==> src/rtl/thermo_pkg.sv <==
package thermo_pkg;
    typedef enum logic [1:0] {
        ST_IDLE,
        ST_DIV_Q1,
        ST_DIV_Q2,
        ST_FINISH
    } conv_state_e;

    localparam int unsigned SCALE_BASE = 203450520;
    localparam int unsigned GUARD_BITS = 3;
    localparam logic [31:0] SCALE_NUM  = 32'(SCALE_BASE) << GUARD_BITS;
    localparam int RAW_BIAS    = 3350;
    localparam int HOT_LIMIT   = 200000;
    localparam int GAIN_BASE   = 10000;
    localparam int REF_SCALE   = 500;
    localparam int DEF_GAIN    = 512;
    localparam int DEF_OFFSET  = 260;
    localparam int DEF_REF     = 40;
    localparam logic signed [31:0] TEMP_FLOOR = 32'sh8000_0000;
endpackage

==> src/rtl/thermo_divider.sv <==
module thermo_divider #(
    parameter int W = 32
) (
    input  logic         clk,
    input  logic         rst_n,
    input  logic         start,
    input  logic [W-1:0] dividend,
    input  logic [W-1:0] divisor,
    output logic         busy,
    output logic         done,
    output logic [W-1:0] quotient
);
    localparam int CNT_W = $clog2(W + 1);

    logic [W-1:0]     rem_q, quo_q, dvs_q, dnd_q;
    logic [CNT_W-1:0] cnt_q;
    logic [W:0]       rem_sh, trial;
    logic [W-1:0]     rem_d, quo_d;

    // one restoring step: shift in the next dividend bit, try a subtract
    always_comb begin
        rem_sh = {rem_q, quo_q[W-1]};
        trial  = rem_sh - {1'b0, dvs_q};
        if (trial[W]) begin
            rem_d = rem_sh[W-1:0];
            quo_d = {quo_q[W-2:0], 1'b0};
        end else begin
            rem_d = trial[W-1:0];
            quo_d = {quo_q[W-2:0], 1'b1};
        end
    end

    always_ff @(posedge clk or negedge rst_n) begin
        if (!rst_n) begin
            rem_q <= '0;
            quo_q <= '0;
            dvs_q <= '0;
            dnd_q <= '0;
            cnt_q <= '0;
            busy  <= 1'b0;
            done  <= 1'b0;
        end else begin
            done <= 1'b0;
            if (start && !busy) begin
                rem_q <= '0;
                quo_q <= dividend;
                dnd_q <= dividend;
                dvs_q <= divisor;
                cnt_q <= CNT_W'(W);
                busy  <= 1'b1;
            end else if (busy) begin
                rem_q <= rem_d;
                quo_q <= quo_d;
                cnt_q <= cnt_q - 1'b1;
                if (cnt_q == CNT_W'(1)) begin
                    busy <= 1'b0;
                    done <= 1'b1;
                end
            end
        end
    end

    assign quotient = quo_q;

    // quotient must be the truncated quotient of the latched operands
    assert_div_exact_R3: assert property (@(posedge clk) disable iff (!rst_n)
        done |-> (((2*W)'(quotient) * (2*W)'(dvs_q)) <= (2*W)'(dnd_q)) &&
                 (((2*W)'(dnd_q) - (2*W)'(quotient) * (2*W)'(dvs_q)) < (2*W)'(dvs_q)));

    assert_start_free_R8: assert property (@(posedge clk) disable iff (!rst_n)
        start |-> !busy);
endmodule

==> src/rtl/thermo_cal_sel.sv <==
module thermo_cal_sel
    import thermo_pkg::*;
#(
    parameter int N_SENS     = 4,
    parameter int GAIN_W     = 10,
    parameter int OFF_W      = 9,
    parameter int REF_W      = 6,
    parameter int TRIM_W     = 6,
    parameter int SLOPE_COEF = 165,
    localparam int SEL_W     = (N_SENS > 1) ? $clog2(N_SENS) : 1
) (
    input  logic                    cal_valid,
    input  logic [GAIN_W-1:0]       cal_gain_err,
    input  logic [N_SENS*OFF_W-1:0] cal_offsets,
    input  logic [REF_W-1:0]        cal_ref_temp,
    input  logic [TRIM_W-1:0]       cal_trim,
    input  logic                    cal_trim_sign,
    input  logic                    cal_part_id,
    input  logic [SEL_W-1:0]        sel,
    output logic [31:0]             slope_div,
    output logic [31:0]             gain_div,
    output logic signed [31:0]      offset,
    output logic signed [31:0]      ref_mt
);
    logic [OFF_W-1:0] off_arr [N_SENS];

    for (genvar i = 0; i < N_SENS; i++) begin : g_off
        assign off_arr[i] = cal_offsets[i*OFF_W +: OFF_W];
    end

    logic signed [31:0] trim_s;

    always_comb begin
        if (cal_valid) begin
            trim_s = 32'($unsigned(cal_trim));
            if (cal_trim_sign && cal_part_id) trim_s = -trim_s;
            gain_div = 32'(GAIN_BASE) + 32'($unsigned(cal_gain_err));
            offset   = (int'(sel) < N_SENS) ? 32'($unsigned(off_arr[sel])) : 32'sd0;
            ref_mt   = 32'($unsigned(cal_ref_temp)) * 32'(REF_SCALE);
        end else begin
            trim_s   = 32'sd0;
            gain_div = 32'(GAIN_BASE + DEF_GAIN);
            offset   = 32'(DEF_OFFSET);
            ref_mt   = 32'(DEF_REF * REF_SCALE);
        end
        slope_div = 32'(SLOPE_COEF) + 32'(trim_s);
    end

    // slope divisor stays positive for any legal trim
    always_comb begin
        assert_slope_pos_R7: assert ($signed(slope_div) > 0);
    end
endmodule

==> src/rtl/thermo_max_acc.sv <==
module thermo_max_acc
    import thermo_pkg::*;
(
    input  logic               clk,
    input  logic               rst_n,
    input  logic               upd,
    input  logic               bank_end,
    input  logic signed [31:0] sample,
    output logic               out_valid,
    output logic signed [31:0] out_temp
);
    logic signed [31:0] acc_q, kept, cand;

    always_comb begin
        kept = (sample > HOT_LIMIT) ? 32'sd0 : sample;
        cand = (kept > acc_q) ? kept : acc_q;
    end

    always_ff @(posedge clk or negedge rst_n) begin
        if (!rst_n) begin
            acc_q     <= TEMP_FLOOR;
            out_valid <= 1'b0;
            out_temp  <= '0;
        end else begin
            out_valid <= 1'b0;
            if (upd) begin
                if (bank_end) begin
                    out_valid <= 1'b1;
                    out_temp  <= cand;
                    acc_q     <= TEMP_FLOOR;
                end else begin
                    acc_q <= cand;
                end
            end
        end
    end

    assert_emit_R5: assert property (@(posedge clk) disable iff (!rst_n)
        upd && bank_end |=> out_valid);
    assert_clamped_R4: assert property (@(posedge clk) disable iff (!rst_n)
        out_valid |-> out_temp <= HOT_LIMIT);
    assert_quiet_R9: assert property (@(posedge clk) disable iff (!rst_n)
        !(upd && bank_end) |=> !out_valid);
endmodule

==> src/rtl/thermo_bank_conv.sv <==
module thermo_bank_conv
    import thermo_pkg::*;
#(
    parameter int SLOPE_COEF = 165,
    parameter int N_SENS     = 4,
    parameter int RAW_W      = 16,
    parameter int ADC_BITS   = 12,
    parameter int GAIN_W     = 10,
    parameter int OFF_W      = 9,
    parameter int REF_W      = 6,
    parameter int TRIM_W     = 6,
    localparam int SEL_W     = (N_SENS > 1) ? $clog2(N_SENS) : 1
) (
    input  logic                    clk,
    input  logic                    rst_n,
    input  logic                    s_valid,
    output logic                    s_ready,
    input  logic [RAW_W-1:0]        s_raw,
    input  logic [SEL_W-1:0]        s_sensor,
    input  logic                    s_bank_end,
    input  logic                    cal_valid,
    input  logic [GAIN_W-1:0]       cal_gain_err,
    input  logic [N_SENS*OFF_W-1:0] cal_offsets,
    input  logic [REF_W-1:0]        cal_ref_temp,
    input  logic [TRIM_W-1:0]       cal_trim,
    input  logic                    cal_trim_sign,
    input  logic                    cal_part_id,
    output logic                    m_valid,
    output logic signed [31:0]      m_temp
);
    conv_state_e state_q, state_d;

    logic [ADC_BITS-1:0] raw_q;
    logic [SEL_W-1:0]    sel_q;
    logic                end_q;
    logic                unused_raw_hi;

    logic        div_start, div_busy, div_done;
    logic [31:0] div_dividend, div_divisor, div_quo;
    logic [31:0] slope_div, gain_div;
    logic signed [31:0] offset, ref_mt;
    logic signed [31:0] raw_s, diff, quo_s, prod, temp;
    logic        acc_upd;

    assign unused_raw_hi = ^s_raw[RAW_W-1:ADC_BITS];

    thermo_cal_sel #(
        .N_SENS(N_SENS), .GAIN_W(GAIN_W), .OFF_W(OFF_W),
        .REF_W(REF_W), .TRIM_W(TRIM_W), .SLOPE_COEF(SLOPE_COEF)
    ) u_cal (
        .cal_valid(cal_valid), .cal_gain_err(cal_gain_err),
        .cal_offsets(cal_offsets), .cal_ref_temp(cal_ref_temp),
        .cal_trim(cal_trim), .cal_trim_sign(cal_trim_sign),
        .cal_part_id(cal_part_id), .sel(sel_q),
        .slope_div(slope_div), .gain_div(gain_div),
        .offset(offset), .ref_mt(ref_mt)
    );

    thermo_divider #(.W(32)) u_div (
        .clk(clk), .rst_n(rst_n), .start(div_start),
        .dividend(div_dividend), .divisor(div_divisor),
        .busy(div_busy), .done(div_done), .quotient(div_quo)
    );

    // state register
    always_ff @(posedge clk or negedge rst_n) begin
        if (!rst_n) state_q <= ST_IDLE;
        else        state_q <= state_d;
    end

    // next state and control outputs
    always_comb begin
        state_d      = state_q;
        s_ready      = 1'b0;
        div_start    = 1'b0;
        div_dividend = SCALE_NUM;
        div_divisor  = slope_div;
        acc_upd      = 1'b0;
        unique case (state_q)
            ST_IDLE: begin
                s_ready = 1'b1;
                if (s_valid) begin
                    div_start = 1'b1;
                    state_d   = ST_DIV_Q1;
                end
            end
            ST_DIV_Q1: begin
                if (div_done) begin
                    div_start    = 1'b1;
                    div_dividend = div_quo;
                    div_divisor  = gain_div;
                    state_d      = ST_DIV_Q2;
                end
            end
            ST_DIV_Q2: begin
                if (div_done) state_d = ST_FINISH;
            end
            ST_FINISH: begin
                acc_upd = 1'b1;
                state_d = ST_IDLE;
            end
            default: state_d = ST_IDLE;
        endcase
    end

    always_ff @(posedge clk or negedge rst_n) begin
        if (!rst_n) begin
            raw_q <= '0;
            sel_q <= '0;
            end_q <= 1'b0;
        end else if (s_valid && s_ready) begin
            raw_q <= s_raw[ADC_BITS-1:0];
            sel_q <= s_sensor;
            end_q <= s_bank_end;
        end
    end

    // conversion of the held sample from the second quotient
    always_comb begin
        raw_s = 32'(raw_q);
        diff  = raw_s - offset - 32'(RAW_BIAS);
        quo_s = div_quo;
        prod  = quo_s * diff;
        temp  = ref_mt - (prod >>> GUARD_BITS);
    end

    thermo_max_acc u_max (
        .clk(clk), .rst_n(rst_n), .upd(acc_upd), .bank_end(end_q),
        .sample(temp), .out_valid(m_valid), .out_temp(m_temp)
    );

    assert_accept_stall_R8: assert property (@(posedge clk) disable iff (!rst_n)
        s_valid && s_ready |=> !s_ready);
    assert_result_ready_R9: assert property (@(posedge clk) disable iff (!rst_n)
        m_valid |-> s_ready);
    assert_wait_div_R3: assert property (@(posedge clk) disable iff (!rst_n)
        (state_q == ST_DIV_Q2) && !div_done |-> div_busy);
endmodule

==> config.mk <==
export PLATFORM = sky130hd
export DESIGN_NAME = thermo_bank_conv
export DESIGN_NICKNAME = d
export VERILOG_FILES = /design/src/rtl/thermo_pkg.sv /design/src/rtl/thermo_divider.sv /design/src/rtl/thermo_cal_sel.sv /design/src/rtl/thermo_max_acc.sv /design/src/rtl/thermo_bank_conv.sv
export SDC_FILE = /design/constraint.sdc
export NUM_CORES = 2
export LEC_CHECK = 0
export ABC_AREA = 1
export BUFFER_PORTS_ARGS = -buffer_cell sky130_fd_sc_hd__buf_2
export CORE_ASPECT_RATIO = 0.6
export CORE_UTILIZATION = 42
export CTS_CLUSTER_DIAMETER = 60
export CTS_CLUSTER_SIZE = 16
export DETAILED_ROUTE_END_ITERATION = 12
export SLEW_MARGIN = 20
export SYNTH_ARGS = -nofsm -noshare
export SYNTH_HDL_FRONTEND = slang
export SYNTH_SLANG_ARGS = --single-unit
==> constraint.sdc <==
create_clock -name clk -period 13.19 [get_ports clk]
set_input_delay 0.6595 -clock clk [delete_from_list [all_inputs] [get_ports clk]]
set_output_delay 0.6595 -clock clk [all_outputs]
set_load 0.02 [all_outputs]
==> results.py <==
metrics = {
    "global_routing": {
        "grt_pass1_vias": 23800,
        "grt_pass1_wl_um": 134000,
        "grt_max_degree": 67,
        "antenna_found_initial": 2,
        "overflow": 0,
        "gr-usage-all-layers_pct": 24.2,
    },
    "clock_network": {
        "cts_sinks": 183,
        "tritoncts": "yes",
        "path_clk_slew_ns": 0.08,
        "root_buffer": "clkbuf_16",
        "cts_buffer_depth": 2,
        "ctsHtreeMaxLevel": 4,
        "clkLatencyLatePin_ns": 0.50,
        "cts_buffers": 17,
    },
    "worst_setup_path": {
        "start_kind": "flip-flop",
        "crit_slowest_cell": "fa_1",
        "crit_top_cell": "nand2_2",
        "crit_type": "flip-flop to flip-flop",
        "rr_worst_depth": 71,
        "critPathBufInv": 15,
        "cp_max_fo": 7,
        "r2r-end": "u_max.out_temp[19]",
        "startpoint": "sel_q[0]",
        "slowest_delay_ns": 0.58,
        "crit_family": "adder cells",
        "rr_startpoint": "sel_q[0]",
        "cp.required_ns": 13.61,
        "rrSetupSlack_ns": 0.50,
        "arrival_ns": 13.11,
        "endpoint_kind": "flip-flop",
    },
    "logic_synthesis": {
        "synth_top_family_by_area": "adder cells",
        "synth-edff-count": 0,
        "syn_area_mm2": 0.0296,
        "syn-instance-count": 3866,
        "synthArstFlopShare_pct": 100,
        "ys_seq_area_share_pct": 15.5,
        "yosysTopAreaCell": "fa_1",
        "synth_top_area_share_pct": 28.6,
        "yosys-top-cells-area": "fa_1 (29%), dfrtp_1 (15%), inv_1 (12%), ha_1 (12%), nand2_1 (11%)",
        "synth_nets": 4654,
        "synth_xor_xnor_area_share_pct": 3.48,
        "yosys.area_share.simple_pct": 18.3,
        "yosysWarnings": 0,
        "synth.mux.area_fraction_pct": 0.190,
        "synth_cell_type_count": 64,
        "syn_avg_cell_area_um2": 7.66,
        "synthAdderAreaFrac_pct": 40.5,
        "ys_seq_elements": 183,
        "synth_compound_area_share_pct": 7.77,
        "synthFlopType": "dfrtp_1",
    },
    "route": {
        "route.detailed.wl_per_inst_um": 17.1,
        "drtPass1Iterations": 5,
        "drt_wl_total_um": 85600,
        "vias": 24600,
        "drtAntennaViolNets": 0,
        "drc": 0,
        "vias_per_cell": 4.91,
        "drt-initial-drc-count": 1833,
    },
    "timing": {
        "finalSetupViolCount": 0,
        "fin_ws_ns": 0.503,
        "rsz0062_at_grt": "yes",
        "fin_crit_sh_pct": 96.2,
        "skew_ns": 0.0212,
        "finalMaxSlewViolations": 0,
        "fmax_ghz": 0.0788,
        "worst_slew_pin_slew_ns": 1.00,
        "fin_crit_ns": 12.69,
        "slew_headroom_pct": 33.1,
        "hold_viol_final": 0,
        "fin_setup_tns_ns": 0,
    },
    "layout": {
        "syn2layout_area_growth_pct": 16.2,
        "antenna_cells": 0,
        "drive_gt1_share_pct": 15.9,
        "fin_cells": 4997,
        "nets": 4860,
    },
    "placement": {
        "dp_hpwl_um": 69300,
        "routabilityCongestion": 0.932,
        "io_buffers": 112,
        "pre_cts_ws_ns": 0.0400,
        "dpl.cell_count": 4910,
    },
    "floorplan": {
        "num_rows": 74,
        "die-area_mm2": 0.0716,
        "die_width_um": 345,
        "core-area_mm2": 0.0689,
        "initial_core_util_pct": 43.0,
        "ios": 117,
        "die_h_um": 208,
    },
    "job": {
        "max-cap-violations": 0,
    },
    "status": {
        "status": "finished clean",
    },
    "hold_path": {
        "hp-class": "primary input to async pin",
    },
}
cell usage in the layout (no fill, tap or decap), types with 6 or more instances in the layout:
cell type    n
fa_2        15
nand4_1     15
nand3_1     76
buf_4      155
buf_12      13
nor2_4      13
o21ai_1     18
inv_1      948
ha_4        33
xor2_2       7
o21ai_2      7
clkbuf_16   20
buf_2      111
nand2_2     58
nor2_2      24
a31oi_1      6
dfrtp_1    181
fa_1       408
o211ai_1     7
o21bai_1    12
ha_1       244
nand2_1    778
a21oi_2     23
nor2_1     287
a21oi_1    116
inv_2       38
nor3_1      16
xnor2_1     39
nand3_2     20
o21ai_0    124
or2_2        9
nand2_4      6
o22ai_1     41
xor2_1      66
buf_6       16
timing repair:
item | 4_1_cts | 5_1_grt
hold buffers | 0 | 0
cloned | 0 | 4
setup buffers | 0 | 51
gates resized for setup | 1 | 351
pin swaps | 0 | 184
endpoints found under the setup margin | 20 | 64
worst register-to-register path, delay by kind of cell (launching register included):
family / cells / cell delay, ns
simple gates: 26 / 2.63
compound gates: 14 / 2.20
fa+ha+maj: 13 / 5.02
buf+inv: 15 / 1.74
flops: 1 / 0.47
xor+xnor: 3 / 0.51
through the flow:
stage          hold slack (ns)  util [%]  cell area (um2)
3_3_place_gp             0.461      46.4            32000
4_1_cts                  0.142      47.2            32500
6_report                 0.133      49.9            34400
3_5_place_dp             0.462      46.4            32000
2_1_floorplan            0.364         -            29600
5_1_grt                  0.174      49.9            34400
kinds of logic (layout without fill, tap and decap cells):
| group | after synthesis | count (layout) |
|---|---|---|
| compound gates | 407 | 407 |
| xor+xnor | 116 | 116 |
| fa+ha+maj | 705 | 705 |
| buf+inv | 1117 | 1336 |
| flops | 183 | 183 |
| mux | 5 | 5 |
| simple gates | 1333 | 1333 |
state kept, by name (all words and copies together) (netlist names):
name             cells
u_max.out_valid      1
u_div.quotient      32
u_max.out_temp      32
state_q              2
sel_q                2
u_div.done           1
u_div.busy           1
u_div.dvs_q         29
raw_q               12
u_div.rem_q         32
end_q                1
u_max.acc_q         32
u_div.cnt_q          6
area by class of cell:
cell class,count,area (um2)
timing repair buffer,303,2310
clock inverter,12,121
multi-input combinational,2566,22000
fill,6779,34500
sequential,183,4580
tap,912,1140
clock buffer,20,437
inverter,1001,3790
cells in the mapped netlist, types with 5 or more instances:
library cell / n
inv_1: 980
nand2_1: 835
fa_1: 423
nor2_1: 310
ha_1: 282
dfrtp_1: 182
a21oi_1: 142
o21ai_0: 141
clkbuf_1: 100
nand3_1: 91
xor2_1: 71
o22ai_1: 43
xnor2_1: 43
nor3_1: 22
nand4_1: 15
o21bai_1: 13
clkinv_1: 12
nor2_2: 12
or2_2: 10
a31oi_1: 9
buf_2: 9
inv_2: 9
o21ai_1: 8
o211ai_1: 7
nand2_2: 6
nand3_2: 6
a21boi_0: 5
a21o_1: 5
a22oi_1: 5
mux2_2: 5
nand3b_1: 5
metal layers:
metal,part of all wire (%),GRT usage [%],wire length [um]
met3,12,9.58,9880
met4,0.90,3.78,770
met5,0.027,0,23
met1,51,38.4,43300
met2,37,30.4,31600
worst max path at each step:
stage                              end  slack, ns  depth (start not counted)
finish              u_max.out_temp[19]       0.50                         71
global route        u_max.out_temp[17]      -0.23                         77
CTS                 u_max.out_temp[28]       0.11                         75
detailed placement   u_max.out_temp[3]       0.04                         74
global placement    u_max.out_temp[28]       0.19                         68
floorplan           u_max.out_temp[20]       0.11                         74
Power is left out: the tool's default activity adds up to more than one toggle a clock period on the data nets, which glitch-free logic cannot reach.
